==> src/rtl/icap_pkg.sv <==
package icap_pkg;
   typedef enum logic [1:0] {
      EDGE_RISE = 2'b00,
      EDGE_FALL = 2'b01,
      EDGE_BOTH = 2'b10,
      EDGE_OFF  = 2'b11
   } edge_sel_e;
endpackage

==> src/rtl/icap_sync.sv <==
module icap_sync #(
   parameter int STAGES = 2
) (
   input  logic clk_i,
   input  logic rst_i,
   input  logic d_i,
   output logic q_o
);
   localparam int LAST = STAGES - 1;

   if (STAGES < 2) begin : g_bad
      $error("icap_sync: STAGES must be at least 2");
   end

   logic [LAST:0] chain_q;

   always_ff @(posedge clk_i) begin
      if (rst_i) chain_q <= '0;
      else       chain_q <= {chain_q[LAST-1:0], d_i};
   end

   assign q_o = chain_q[LAST];
endmodule

==> src/rtl/icap_edge.sv <==
module icap_edge
   import icap_pkg::*;
(
   input  logic      clk_i,
   input  logic      rst_i,
   input  logic      lvl_i,
   input  edge_sel_e sel_i,
   output logic      evt_o
);
   logic prev_q;
   logic rise, fall;

   always_ff @(posedge clk_i) begin
      if (rst_i) prev_q <= 1'b0;
      else       prev_q <= lvl_i;
   end

   assign rise = lvl_i & ~prev_q;
   assign fall = ~lvl_i & prev_q;

   always_comb begin
      unique case (sel_i)
         EDGE_RISE: evt_o = rise;
         EDGE_FALL: evt_o = fall;
         EDGE_BOTH: evt_o = rise | fall;
         default:   evt_o = 1'b0;
      endcase
   end

   // a disabled qualifier never yields an event
   assert_off_quiet_R4: assert property (@(posedge clk_i) disable iff (rst_i)
      (sel_i == EDGE_OFF) |-> !evt_o);
endmodule

==> src/rtl/icap_counter.sv <==
module icap_counter #(
   parameter int WIDTH = 16
) (
   input  logic             clk_i,
   input  logic             rst_i,
   output logic [WIDTH-1:0] cnt_o
);
   localparam logic [WIDTH-1:0] ONE = WIDTH'(1);

   if (WIDTH < 2) begin : g_bad
      $error("icap_counter: WIDTH must be at least 2");
   end

   logic [WIDTH-1:0] cnt_q;

   always_ff @(posedge clk_i) begin
      if (rst_i) cnt_q <= '0;
      else       cnt_q <= cnt_q + ONE;
   end

   assign cnt_o = cnt_q;

   assert_count_step_R1: assert property (@(posedge clk_i) disable iff (rst_i)
      !$past(rst_i) |-> cnt_q == $past(cnt_q) + ONE);
endmodule

==> src/rtl/icap_buffered.sv <==
module icap_buffered
   import icap_pkg::*;
#(
   parameter int CNT_W       = 16,
   parameter int SYNC_STAGES = 2
) (
   input  logic             clk_i,
   input  logic             rst_i,
   input  logic             pin_i,
   input  logic [1:0]       edge_sel_i,
   input  logic             buf_en_i,
   input  logic             clr_i,
   output logic [CNT_W-1:0] cnt_o,
   output logic [CNT_W-1:0] cap_o,
   output logic [CNT_W-1:0] buf_o,
   output logic             evt_o,
   output logic             seen_o
);
   logic             pin_s;
   logic             evt;
   logic [CNT_W-1:0] cnt;
   logic [CNT_W-1:0] cap_q, buf_q;
   logic             pulse_q, seen_q;

   icap_sync #(.STAGES(SYNC_STAGES)) u_sync (
      .clk_i(clk_i), .rst_i(rst_i), .d_i(pin_i), .q_o(pin_s));

   icap_edge u_edge (
      .clk_i(clk_i), .rst_i(rst_i), .lvl_i(pin_s),
      .sel_i(edge_sel_e'(edge_sel_i)), .evt_o(evt));

   icap_counter #(.WIDTH(CNT_W)) u_cnt (
      .clk_i(clk_i), .rst_i(rst_i), .cnt_o(cnt));

   always_ff @(posedge clk_i) begin
      if (rst_i) begin
         cap_q   <= '0;
         buf_q   <= '0;
         pulse_q <= 1'b0;
         seen_q  <= 1'b0;
      end else begin
         pulse_q <= evt;
         if (evt) begin
            cap_q <= cnt;
            if (buf_en_i) buf_q <= cap_q;
         end
         if (evt)        seen_q <= 1'b1;
         else if (clr_i) seen_q <= 1'b0;
      end
   end

   assign cnt_o  = cnt;
   assign cap_o  = cap_q;
   assign buf_o  = buf_q;
   assign evt_o  = pulse_q;
   assign seen_o = seen_q;

   assert_cap_value_R3: assert property (@(posedge clk_i) disable iff (rst_i)
      pulse_q |-> cap_q == $past(cnt));
   assert_buf_shift_R5: assert property (@(posedge clk_i) disable iff (rst_i)
      (pulse_q && $past(buf_en_i)) |-> buf_q == $past(cap_q));
   assert_buf_hold_R6: assert property (@(posedge clk_i) disable iff (rst_i)
      (pulse_q && !$past(buf_en_i)) |-> $stable(buf_q));
   assert_idle_hold_R9: assert property (@(posedge clk_i) disable iff (rst_i)
      !pulse_q |-> ($stable(cap_q) && $stable(buf_q)));
   assert_sticky_set_R8: assert property (@(posedge clk_i) disable iff (rst_i)
      pulse_q |-> seen_q);
endmodule

==> config.mk <==
export PLATFORM = sky130hd
export DESIGN_NAME = icap_buffered
export DESIGN_NICKNAME = d
export VERILOG_FILES = /design/src/rtl/icap_pkg.sv /design/src/rtl/icap_sync.sv /design/src/rtl/icap_edge.sv /design/src/rtl/icap_counter.sv /design/src/rtl/icap_buffered.sv
export SDC_FILE = /design/constraint.sdc
export NUM_CORES = 1
export LEC_CHECK = 0
export ABC_AREA = 0
export CAP_MARGIN = 20
export CORE_MARGIN = 4
export CORE_UTILIZATION = 55
export DETAILED_ROUTE_END_ITERATION = 8
export DONT_BUFFER_PORTS = 1
export GPL_ROUTABILITY_DRIVEN = 0
export GPL_TIMING_DRIVEN = 0
export HOLD_SLACK_MARGIN = 0.08
export PLACE_DENSITY_LB_ADDON = 0.25
export SETUP_SLACK_MARGIN = 0.05
export SLEW_MARGIN = 25
export SYNTH_ARGS = -nofsm -noshare
export SYNTH_HDL_FRONTEND = slang
export SYNTH_SLANG_ARGS = --single-unit
==> constraint.sdc <==
create_clock -name clk_i -period 2 [get_ports clk_i]
set_input_delay 0.1 -clock clk_i [delete_from_list [all_inputs] [get_ports clk_i]]
set_output_delay 0.1 -clock clk_i [all_outputs]
set_load 0.02 [all_outputs]
==> results.py <==
metrics = {
    "die": {
        "core_area_mm2": 0.00380,
        "row_count": 22,
        "die_w_um": 71.7,
        "die_area_mm2": 0.00514,
        "start_util_pct": 58.8,
        "io_pins": 57,
        "die_y_um": 71.7,
    },
    "worst_setup_path": {
        "worst-path-buf-inv": 3,
        "cp_cell_sequence": "inv_1, ha_1, nand2b_1, a21oi_2, a21o_1, buf_6, buf_6, mux2i_1",
        "end_kind": "flop",
        "worstPathRequired_ns": 2.24,
        "cp_top_family": "flip-flops",
        "path_common_cell": "buf_6",
        "slowest_stage": "dfxtp_1",
        "reg2regPathDepth": 8,
        "crit_path_start_kind": "flop",
        "critical_path_cell_count": 8,
        "worst-setup-path-type": "reg -> reg",
        "slowest_delay_ns": 0.35,
        "r2r-start": "u_sync.chain_q[1]$_SDFF_PP0_",
        "crit_path_start": "u_sync.chain_q[1]$_SDFF_PP0_",
        "arrival_ns": 1.96,
        "worstPathMaxFanout": 10,
    },
    "global_routing": {
        "grt_first_pass_wirelength_mm": 7.61,
        "antenna_found_initial": 0,
        "globalRouteOverflowTotal": 0,
        "grt_max_degree": 18,
        "grt_pass1_vias": 1524,
        "grt_use_total_pct": 18.6,
    },
    "sta": {
        "final.setup_skew_ns": 0.00970,
        "setup_viol": 0,
        "setup_tns_ns": 0,
        "worst_pin_slew_ns": 0.517,
        "relSlewSlack_pct": 65.5,
        "post-route-min-period_ns": 1.73,
        "drv_slew": 0,
        "hold_ws_ns": 0.129,
        "rsz0062_at_grt": "false",
        "final-hold-violation-count": 0,
        "fin_crit_sh_pct": 86.3,
        "clock.fmax_ghz": 0.579,
    },
    "worst_hold_path": {
        "hold_path_depth": 3,
        "min_from": "edge_sel_i[0]",
        "hold_class": "in -> reg",
    },
    "routing": {
        "finalWirelength_mm": 4.65,
        "avgRoutedWirePerCell_um": 15.2,
        "postRouteAntennaNets": 0,
        "vias_per_cell": 5.54,
        "dr.pass1.iters": 4,
        "drc": 0,
        "drt-initial-drc-count": 61,
        "vias": 1691,
    },
    "layout": {
        "fill_cells": 322,
        "drive_gt1_share_pct": 9.34,
        "area_growth_pct": 9.64,
        "nNetsFinal": 266,
        "antennaDiodeCount": 0,
        "fin_area_mm2": 0.00245,
    },
    "job": {
        "cap_viol_max_count": 0,
    },
    "cts": {
        "cts_tree": "built",
        "cts_htree_levels": 2,
        "clk_pin_slew_ns": 0.09,
        "cts_made_buffers": 5,
        "cts_buffer_depth": 2,
        "clk_latency_ns": 0.30,
        "numClockSinks": 53,
        "root_buffer": "clkbuf_8",
    },
    "synth": {
        "netlist.area_leader.share_pct": 47.5,
        "avgSynthCellArea_um2": 9.11,
        "yosys-top-cells-area": "dfxtp_1, nand2b_1, mux2i_1, nand3_1, a21oi_1",
        "synthTopCellsByCount": "dfxtp_1, nand2b_1, nand3_1",
        "synth_cells": 245,
        "yosys.area.top_type": "dfxtp_1",
        "syn_nets": 255,
        "synth_edf_count": 0,
        "yosysSeqAreaShare_pct": 47.5,
        "synth.most_common_cell": "dfxtp_1",
        "ys_warn_count": 0,
        "synth.distinct_cells": 32,
        "synth-seq-cells": 53,
        "synth_ff_type": "dfxtp_1",
        "async_flop_share_pct": 0,
        "syn_area_mm2": 0.00223,
    },
    "placement": {
        "dp_hpwl_mm": 3.41,
        "port_buffers": 0,
        "place_area_mm2": 0.00229,
    },
    "pwr": {
        "ir_drop_v": 0.000561,
        "powerDensity_mw_per_mm2": 777,
        "p_leak_nw": 0.824,
    },
    "status": {
        "status": "finished, final reports clean",
    },
}
-- per-layer routing --
layer	share of wire [%]	vias up	routed length [um]	track usage, %
li1	-	857	-	-
met1	43	760	2000	25.4
met2	45	72	2090	27.1
met3	11	2	532	7.71
met4	0.58	0	27	5.01
met5	0	-	0	0
-- power by group --
part           switching [mW]  total, mW  leakage [nW]  internal (mW)
combinational          0.0449     0.0871         0.342         0.0422
sequential             0.0227       1.09         0.428           1.06
clock                   0.352      0.726        0.0543          0.375
-- kinds of logic (layout without fill, tap and decap cells) --
family,Yosys count,after routing,synth area share (%)
simple gates,99,99,24.9
flops,53,53,47.5
compound gates,49,49,11.9
buf+inv,19,31,4.37
mux,16,16,7.17
xor+xnor,6,6,2.35
fa+ha+maj,3,3,1.68
-- worst reg2reg max path, stage by stage, from the launching register on --
cell and delay [ns]:
dfxtp_1 0.35, inv_1 0.06, ha_1 0.27, nand2b_1 0.19, a21oi_2 0.19, a21o_1 0.12
buf_6 0.12, buf_6 0.16, mux2i_1 0.20
-- cell type report --
type,instances,area [um^2],share of cell area (%)
Multi-Input combinational cell,173,1070,43.9
Sequential cell,53,1060,43.4
Buffer,14,78.8,3.22
Clock buffer,5,68.8,2.81
Tap cell,48,60.1,2.45
Clock inverter,3,46.3,1.89
Timing Repair Buffer,4,40.0,1.64
Inverter,5,18.8,0.767
-- stage by stage --
step                      utilization, %  worst slack (ns)  power, mW  cells
after floorplan                        -             0.431       1.17    245
after global placement              60.3             0.321       1.19    293
after detailed placement            60.3             0.291       1.19    293
after CTS                           64.4             0.272       1.91    305
after global routing                64.4             0.108       1.98    305
final                               64.4             0.274       1.90    305
-- worst paths after layout --
| path | end | slack [ns] |
|---|---|---|
| setup / recovery | cap_o[4]$_SDFFE_PP0P_ | 0.27 |
| hold / removal | cap_o[1]$_SDFFE_PP0P_ | 0.13 |
| setup reg to reg | cap_o[4]$_SDFFE_PP0P_ | 0.27 |
| hold reg to reg | u_sync.chain_q[1]$_SDFF_PP0_ | 0.47 |
-- registers in the layout (all words and copies together), names as in the netlist --
name	cells
evt_o	1
buf_o	16
u_sync.chain_q	2
u_cnt.cnt_o	16
u_edge.prev_q	1
cap_o	16
seen_o	1
-- cells in the final DEF, fill, tap and decap left out, drive strengths merged --
cell,n
buf,8
mux2i,16
clkinv,1
bufinv,1
and3,1
nor2b,5
nand2b,35
ha,3
nand4,3
dfxtp,53
xor2,1
o21ai,24
nand2,8
dlygate4sd3,4
nor4,3
clkbuf,11
nand3,22
a21oi,22
nor3,4
xnor2,5
a21boi,1
a21bo,1
nor2,15
a21o,1
clkinvlp,1
or3,3
inv,5
-- timing repair --
item / 4_1_cts / 5_1_grt
hold buffers: 4 / 0
hold endpoints to repair: 7 / 0
resized for setup: 0 / 0
setup buffers: 0 / 0
Power figures use the tool's default switching activity.
